[config.mk]
export PLATFORM = sky130hd
export DESIGN_NAME = eeboot_loader
export DESIGN_NICKNAME = d
export VERILOG_FILES = /design/src/rtl/eeboot_pkg.sv /design/src/rtl/eeboot_bitio.sv /design/src/rtl/eeboot_region.sv /design/src/rtl/eeboot_loader.sv
export SDC_FILE = /design/constraint.sdc
export NUM_CORES = 1
export LEC_CHECK = 0
export BUFFER_PORTS_ARGS = -buffer_cell sky130_fd_sc_hd__buf_4
export CAP_MARGIN = 20
export CORE_ASPECT_RATIO = 0.75
export CORE_MARGIN = 1.5
export CORE_UTILIZATION = 55
export DETAILED_ROUTE_END_ITERATION = 10
export PLACE_DENSITY = 0.88
export SETUP_SLACK_MARGIN = 0.4
export SLEW_MARGIN = 30
export SYNTH_ARGS = -nofsm -noshare
export SYNTH_HDL_FRONTEND = slang
export SYNTH_SLANG_ARGS = --single-unit
[constraint.sdc]
create_clock -name clk -period 2 [get_ports clk]
set_input_delay 0.6 -clock clk [delete_from_list [all_inputs] [get_ports clk]]
set_output_delay 0.6 -clock clk [all_outputs]
set_load 0.1 [all_outputs]
[src/rtl/eeboot_pkg.sv]
// Shared types and constants for the serial EEPROM boot loader.
// Assumes a 10-bit EEPROM word address (at most 1024 bytes).
package eeboot_pkg;

    localparam int           EE_AW         = 10;
    localparam logic [7:0]   EE_DEV_BASE   = 8'hA0;
    localparam logic [7:0]   OWN_ADDR_BASE = 8'h30;

    typedef enum logic [3:0] {
        S_IDLE, S_START, S_DEVW, S_WADR, S_RSTA,
        S_DEVR, S_READ, S_STOP, S_DONE, S_FAIL
    } boot_state_t;

    typedef enum logic [1:0] {
        C_START, C_STOP, C_BIT
    } bus_cmd_t;

endpackage

[src/rtl/eeboot_bitio.sv]
// Bit engine: runs one bus condition (START, STOP) or one data bit in
// four phases of QTR_CYC cycles each. Lines are open-drain: the outputs
// request a pull-low. Phase 1 (clock released) counts only while the
// sensed clock is high, so slave clock stretching lengthens the bit.
// Assumes go is presented only while busy is low.
module eeboot_bitio
    import eeboot_pkg::*;
#(
    parameter int QTR_CYC = 78
) (
    input  logic     clk,
    input  logic     rst_n,
    input  logic     go,
    input  bus_cmd_t cmd,
    input  logic     tx,
    input  logic     scl_i,
    input  logic     sda_i,
    output logic     busy,
    output logic     done,
    output logic     rx,
    output logic     scl_low,
    output logic     sda_low
);
    localparam int QW = $clog2(QTR_CYC + 1);

    logic [1:0]    phase;
    logic [QW-1:0] qcnt;
    bus_cmd_t      cmd_q;
    logic          tx_q;

    // Line pull pattern {scl_low, sda_low} for a command in a phase.
    function automatic logic [1:0] drive_for(bus_cmd_t c, logic [1:0] ph,
                                             logic t, logic scl_now);
        logic [1:0] r;
        case (c)
            C_START: case (ph)
                2'd0:    r = {scl_now, 1'b0};
                2'd1:    r = 2'b00;
                2'd2:    r = 2'b01;
                default: r = 2'b11;
            endcase
            C_STOP: case (ph)
                2'd0:    r = 2'b11;
                2'd1:    r = 2'b01;
                default: r = 2'b00;
            endcase
            default: r = {(ph == 2'd0) || (ph == 2'd3), ~t};
        endcase
        return r;
    endfunction

    // Phase sequencing, stretch-aware timing and data sampling.
    always_ff @(posedge clk) begin
        if (!rst_n) begin
            busy    <= 1'b0;
            done    <= 1'b0;
            phase   <= 2'd0;
            qcnt    <= '0;
            cmd_q   <= C_BIT;
            tx_q    <= 1'b1;
            rx      <= 1'b1;
            scl_low <= 1'b0;
            sda_low <= 1'b0;
        end else begin
            done <= 1'b0;
            if (!busy) begin
                if (go) begin
                    busy  <= 1'b1;
                    cmd_q <= cmd;
                    tx_q  <= tx;
                    phase <= 2'd0;
                    qcnt  <= '0;
                    {scl_low, sda_low} <= drive_for(cmd, 2'd0, tx, scl_low);
                end
            end else if (phase == 2'd1 && !scl_i) begin
                qcnt <= qcnt;
            end else if (qcnt == QW'(QTR_CYC - 1)) begin
                qcnt <= '0;
                if (phase == 2'd2) rx <= sda_i;
                if (phase == 2'd3) begin
                    busy <= 1'b0;
                    done <= 1'b1;
                end else begin
                    phase <= phase + 2'd1;
                    {scl_low, sda_low} <= drive_for(cmd_q, phase + 2'd1, tx_q, scl_low);
                end
            end else begin
                qcnt <= qcnt + 1'b1;
            end
        end
    end

endmodule

[src/rtl/eeboot_region.sv]
// Strap decoder: derives the region start address, the EEPROM device
// bytes (high word-address bits folded into bits [2:1]) and the
// device's own slave write address. Assumes BASE_ADDR is aligned to
// REGION_BYTES and REGION_BYTES divides 256, so a region never crosses
// a 256-byte page.
module eeboot_region
    import eeboot_pkg::*;
#(
    parameter int               REGION_BYTES = 8,
    parameter logic [EE_AW-1:0] BASE_ADDR    = 10'h0F0
) (
    input  logic [1:0]       strap,
    output logic [EE_AW-1:0] base_addr,
    output logic [7:0]       dev_wr,
    output logic [7:0]       dev_rd,
    output logic [7:0]       own_addr
);
    localparam logic [EE_AW-1:0] RB = EE_AW'(REGION_BYTES);

    // Address arithmetic from the strap.
    always_comb begin
        base_addr = BASE_ADDR + ({{(EE_AW-2){1'b0}}, strap} * RB);
        dev_wr    = EE_DEV_BASE | {5'd0, base_addr[9:8], 1'b0};
        dev_rd    = dev_wr | 8'h01;
        own_addr  = OWN_ADDR_BASE + {5'd0, strap, 1'b0};
    end

endmodule

[src/rtl/eeboot_loader.sv]
// Boot loader top: waits for start_n low, reads REGION_BYTES bytes from
// the EEPROM with one random-read transfer, writes each through the
// register-file port under LOAD_MASK, then releases the bus and drives
// done_n low. A missing acknowledge aborts into a sticky error state.
// Assumes start_n may be asynchronous (it is synchronized here).
module eeboot_loader
    import eeboot_pkg::*;
#(
    parameter int                            QTR_CYC      = 78,
    parameter int                            REGION_BYTES = 8,
    parameter logic [EE_AW-1:0]              BASE_ADDR    = 10'h0F0,
    parameter logic [REGION_BYTES*8-1:0]     LOAD_MASK    = '1,
    localparam int                           REG_AW       = $clog2(REGION_BYTES)
) (
    input  logic              clk,
    input  logic              rst_n,
    input  logic              start_n,
    input  logic [1:0]        strap,
    input  logic              scl_i,
    input  logic              sda_i,
    output logic              scl_pull,
    output logic              sda_pull,
    output logic              done_n,
    output logic              err,
    output logic              slave_mode,
    output logic [7:0]        own_addr,
    output logic              rf_we,
    output logic [REG_AW-1:0] rf_addr,
    output logic [7:0]        rf_wdata,
    output logic [7:0]        rf_wmask
);
    boot_state_t       state;
    logic [1:0]        start_sync;
    logic [7:0]        shreg;
    logic [3:0]        bitcnt;
    logic [REG_AW-1:0] idx;
    logic              last;
    logic              active;
    logic              eng_go, eng_busy, eng_done, eng_rx, eng_scl, eng_sda, eng_tx;
    bus_cmd_t          eng_cmd;
    logic [EE_AW-1:0]  base_addr;
    logic [7:0]        dev_wr, dev_rd;
    logic [7:0]        cur_mask;

    eeboot_region #(.REGION_BYTES(REGION_BYTES), .BASE_ADDR(BASE_ADDR)) u_region (
        .strap(strap), .base_addr(base_addr), .dev_wr(dev_wr),
        .dev_rd(dev_rd), .own_addr(own_addr)
    );

    eeboot_bitio #(.QTR_CYC(QTR_CYC)) u_bitio (
        .clk(clk), .rst_n(rst_n), .go(eng_go), .cmd(eng_cmd), .tx(eng_tx),
        .scl_i(scl_i), .sda_i(sda_i), .busy(eng_busy), .done(eng_done),
        .rx(eng_rx), .scl_low(eng_scl), .sda_low(eng_sda)
    );

    // Command selection and bit value for the engine.
    always_comb begin
        active   = !(state == S_IDLE || state == S_DONE || state == S_FAIL);
        last     = (idx == REG_AW'(REGION_BYTES - 1));
        eng_go   = active && !eng_busy && !eng_done;
        cur_mask = LOAD_MASK[idx*8 +: 8];
        case (state)
            S_START, S_RSTA: eng_cmd = C_START;
            S_STOP:          eng_cmd = C_STOP;
            default:         eng_cmd = C_BIT;
        endcase
        if (state == S_READ) eng_tx = bitcnt[3] ? last : 1'b1;
        else                 eng_tx = bitcnt[3] ? 1'b1 : shreg[7];
    end

    // Open-drain outputs, released at once on abort.
    assign scl_pull   = eng_scl & ~err;
    assign sda_pull   = eng_sda & ~err;
    assign slave_mode = (state == S_DONE);

    // Two-flop synchronizer for the start handshake.
    always_ff @(posedge clk) begin
        if (!rst_n) start_sync <= 2'b11;
        else        start_sync <= {start_sync[0], start_n};
    end

    // Transfer sequencer, byte assembly and register-file writes.
    always_ff @(posedge clk) begin
        if (!rst_n) begin
            state    <= S_IDLE;
            shreg    <= '0;
            bitcnt   <= '0;
            idx      <= '0;
            done_n   <= 1'b1;
            err      <= 1'b0;
            rf_we    <= 1'b0;
            rf_addr  <= '0;
            rf_wdata <= '0;
            rf_wmask <= '0;
        end else begin
            rf_we <= 1'b0;
            case (state)
                S_IDLE: if (!start_sync[1]) state <= S_START;
                S_START: if (eng_done) begin
                    state  <= S_DEVW;
                    shreg  <= dev_wr;
                    bitcnt <= '0;
                end
                S_DEVW, S_WADR, S_DEVR: if (eng_done) begin
                    if (!bitcnt[3]) begin
                        shreg  <= {shreg[6:0], 1'b0};
                        bitcnt <= bitcnt + 4'd1;
                    end else if (eng_rx) begin
                        state <= S_FAIL;
                        err   <= 1'b1;
                    end else begin
                        bitcnt <= '0;
                        case (state)
                            S_DEVW: begin state <= S_WADR; shreg <= base_addr[7:0]; end
                            S_WADR: state <= S_RSTA;
                            default: begin state <= S_READ; idx <= '0; end
                        endcase
                    end
                end
                S_RSTA: if (eng_done) begin
                    state  <= S_DEVR;
                    shreg  <= dev_rd;
                    bitcnt <= '0;
                end
                S_READ: if (eng_done) begin
                    if (!bitcnt[3]) begin
                        shreg  <= {shreg[6:0], eng_rx};
                        bitcnt <= bitcnt + 4'd1;
                    end else begin
                        rf_we    <= 1'b1;
                        rf_addr  <= idx;
                        rf_wmask <= cur_mask;
                        rf_wdata <= shreg & cur_mask;
                        bitcnt   <= '0;
                        if (last) state <= S_STOP;
                        else      idx   <= idx + 1'b1;
                    end
                end
                S_STOP: if (eng_done) begin
                    state  <= S_DONE;
                    done_n <= 1'b0;
                end
                default: ;
            endcase
        end
    end

endmodule

==> results.yml <==
layout:
  final_cell_area_um2: 3930
  final_cell_count_no_fill: 457
  nets: 413
  syn2layout_area_growth_pct: 39.6
  finish.utilization_pct: 80.2
  num_antenna_cells: 0
  layout-drive-gt1-share_pct: 39.5
sta:
  tightestPinTransition_ns: 0.596
  period_share_pct: 94.9
  hold_viol: 0
  setup_ws_ns: 0.102
  fmax_ghz: 0.527
  final.min_clock_period_ns: 1.90
  setup_viol_count_final: 0
  slew_viol_final: 0
  rsz0062_at_grt: "yes"
  fin_skew_ns: 0.0156
  finalSetupTns_ns: 0
  maxSlewHeadroom_pct: 60.0
  hold-worst-slack_ns: 0.432
yosys:
  synth_edf_count: 0
  seq_area_frac_synth_pct: 37.7
  synth_area_leaders: "dfxtp_1 (38%), nand2_1 (6.7%), buf_4 (4.8%), ha_1 (4.4%), a21oi_1 (4.3%)"
  netlist.top_cell.by_area: "dfxtp_1"
  synth_async_sr_flop_share_pct: 0
  synth_area_um2: 2820
  synthFlopType: "dfxtp_1"
  avgSynthCellArea_um2: 8.14
  synth_top_area_share_pct: 37.7
  synth_cell_type_count: 55
  yosys_register_bits: 53
  syn_inst: 346
  yosysWarningCount: 0
place:
  place_congestion: 0.905
  dpl.cell_count: 420
  portBuffers: 33
  postPlaceCellArea_um2: 3090
  dp_hpwl_mm: 4.28
  pre_cts_slack_ns: 0.161
min_path:
  min_from: "start_sync[0]$_SDFF_PN1_"
  whs_path_depth: 1
  hold_path_end: "start_sync[1]$_SDFF_PN1_"
  hp-class: "flop to flop"
route:
  drt_wl_total_mm: 9.89
  num_vias: 3050
  drc: 3
  avgViaCountPerCell: 6.67
  dr.pass1.iters: 8
  wire_per_inst_um: 21.6
  ant_nets: 0
  drt_iter0_markers: 611
worst_setup_path:
  cp-start-kind: "flop"
  rrSetupSlack_ns: 0.13
  timing.rr.start: "u_bitio.qcnt[1]$_SDFFE_PN0P_"
  required_ns: 1.40
  crit_type: "flop to primary output"
  crit_fanout: 12
  rr_worst_depth: 7
  worstPathArrival_ns: 1.30
  end_kind: "primary output"
  reg2reg_to: "u_bitio.phase[0]$_SDFFE_PN0P_"
floorplanning:
  die_w_um: 85.6
  dieArea_um2: 5560
  start_util_pct: 57.5
  ios: 40
  core_um2: 4900
  die_y_um: 65.0
  fp-row-count: 22
clocking:
  clk_latency_ns: 0.33
  cts_buffer_depth: 2
  cts_buffers: 5
  cts.sinks: 53
  cts_tree: "done"
  hold_buffers: 0
  clkSlewWorstSetupHoldPaths_ns: 0.10
  ctsHtreeMaxLevel: 2
  cts_root_buf: "clkbuf_8"
power:
  power.density_nw_per_um2: 540
  p_leak_nw: 1.51
  fin_total_pwr_mw: 2.12
  peakVddDrop_mv: 0.690
global_routing:
  track_usage_pct: 27.5
  overflow: 0
  grt_max_degree: 29
  antenna_found_initial: 0
  grt_pass1_vias: 2510
  grt_pass1_wl_mm: 12.1
run_status:
  status: "finished, violations left"
  violations: "design-rule violations"
run:
  drv_cap: 0
[routing by layer]
| layer | wire length (um) | track usage (%) | vias up |
|---|---|---|---|
| li1 | - | - | 1295 |
| met1 | 3710 | 36.8 | 1404 |
| met2 | 4550 | 42.7 | 279 |
| met3 | 1140 | 5.73 | 72 |
| met4 | 501 | 12.7 | 0 |
| met5 | 0 | 0 | - |
[worst max-delay path, cell delays in order (launching register included)]
cell and delay (ns):
dfxtp_4 0.48, nor4b_4 0.24, buf_6 0.26
[kinds of logic (layout without fill, tap and decap cells)]
group | Yosys count | in the layout | synth area share, %
buf+inv | 44 | 89 | 8.58
xor+xnor | 8 | 8 | 2.49
other cells | 2 | 6 | 0.267
mux | 9 | 9 | 3.24
simple gates | 145 | 147 | 25.5
flops | 53 | 53 | 37.7
fa+ha+maj | 10 | 10 | 4.44
compound gates | 75 | 75 | 17.8
[how the worst max path moves through the flow]
stage,start,end,slack (ns),cells past startpoint
6_report,state[3]$_SDFFE_PN0P_,slave_mode,0.10,2
3_3_place_gp,state[0]$_SDFFE_PN0P_,state[0]$_SDFFE_PN0P_,0.23,5
4_1_cts,state[0]$_SDFFE_PN0P_,slave_mode,0.10,3
2_1_floorplan,state[2]$_SDFFE_PN0P_,slave_mode,-0.26,3
3_5_place_dp,state[0]$_SDFFE_PN0P_,idx[1]$_SDFFE_PN0P_,0.16,6
5_1_grt,state[0]$_SDFFE_PN0P_,u_bitio.sda_low$_SDFFE_PN0P_,0.04,7
[power by group]
group	switching (mW)	internal (mW)
Combinational	0.175	0.0756
Clock	0.395	0.408
Sequential	0.0121	1.06
[Yosys cell counts (8+ instances only)]
cell type / number
a21oi_1: 24
buf_4: 18
clkbuf_1: 12
dfxtp_1: 53
ha_1: 10
mux2i_1: 8
nand2_1: 50
nand2b_1: 9
nand3_1: 15
nor2_1: 30
o21ai_0: 11
[area by class of cell]
| class | instances | area, um2 |
|---|---|---|
| inverters | 7 | 26.3 |
| fillers | 259 | 968 |
| clock inverters | 2 | 37.5 |
| clock buffers | 6 | 82.6 |
| flip-flops and latches | 53 | 1090 |
| well taps | 60 | 75.1 |
| repair buffers | 74 | 741 |
| multi-input cells | 255 | 1880 |
[what timing repair did]
item | CTS | global route
setup endpoints to repair | 57 | 58
pin swaps | 12 | 27
setup buffers | 11 | 14
gates cloned | 1 | 3
resized for setup | 58 | 73
[state kept, by name, summed over array words and instances (netlist names), 2 cells and up]
name	flops
rf_addr	3
rf_wdata	8
u_bitio.phase	2
state	4
bitcnt	4
start_sync	2
u_bitio.qcnt	7
u_bitio.cmd_q	2
idx	3
shreg	8
[placed cells by master (no fill, tap or decap), types with 3 or more instances in the layout]
| cell type | instances |
|---|---|
| a21oi_1 | 21 |
| a31oi_1 | 5 |
| and3_1 | 3 |
| buf_12 | 5 |
| buf_4 | 47 |
| buf_6 | 12 |
| buf_8 | 8 |
| clkbuf_8 | 6 |
| conb_1 | 6 |
| dfxtp_1 | 41 |
| dfxtp_2 | 5 |
| dfxtp_4 | 7 |
| ha_1 | 10 |
| inv_1 | 5 |
| mux2i_1 | 7 |
| nand2_1 | 42 |
| nand2_2 | 8 |
| nand2b_1 | 9 |
| nand3_1 | 11 |
| nand3_4 | 4 |
| nand3b_1 | 4 |
| nor2_1 | 27 |
| nor2_2 | 3 |
| nor2b_1 | 3 |
| nor3_1 | 5 |
| o2111ai_2 | 4 |
| o21a_1 | 3 |
| o21ai_1 | 4 |
| o21ai_2 | 5 |
| o31a_1 | 3 |
| or3_4 | 3 |
| xor2_1 | 7 |
(Power assumes the default switching activity.)
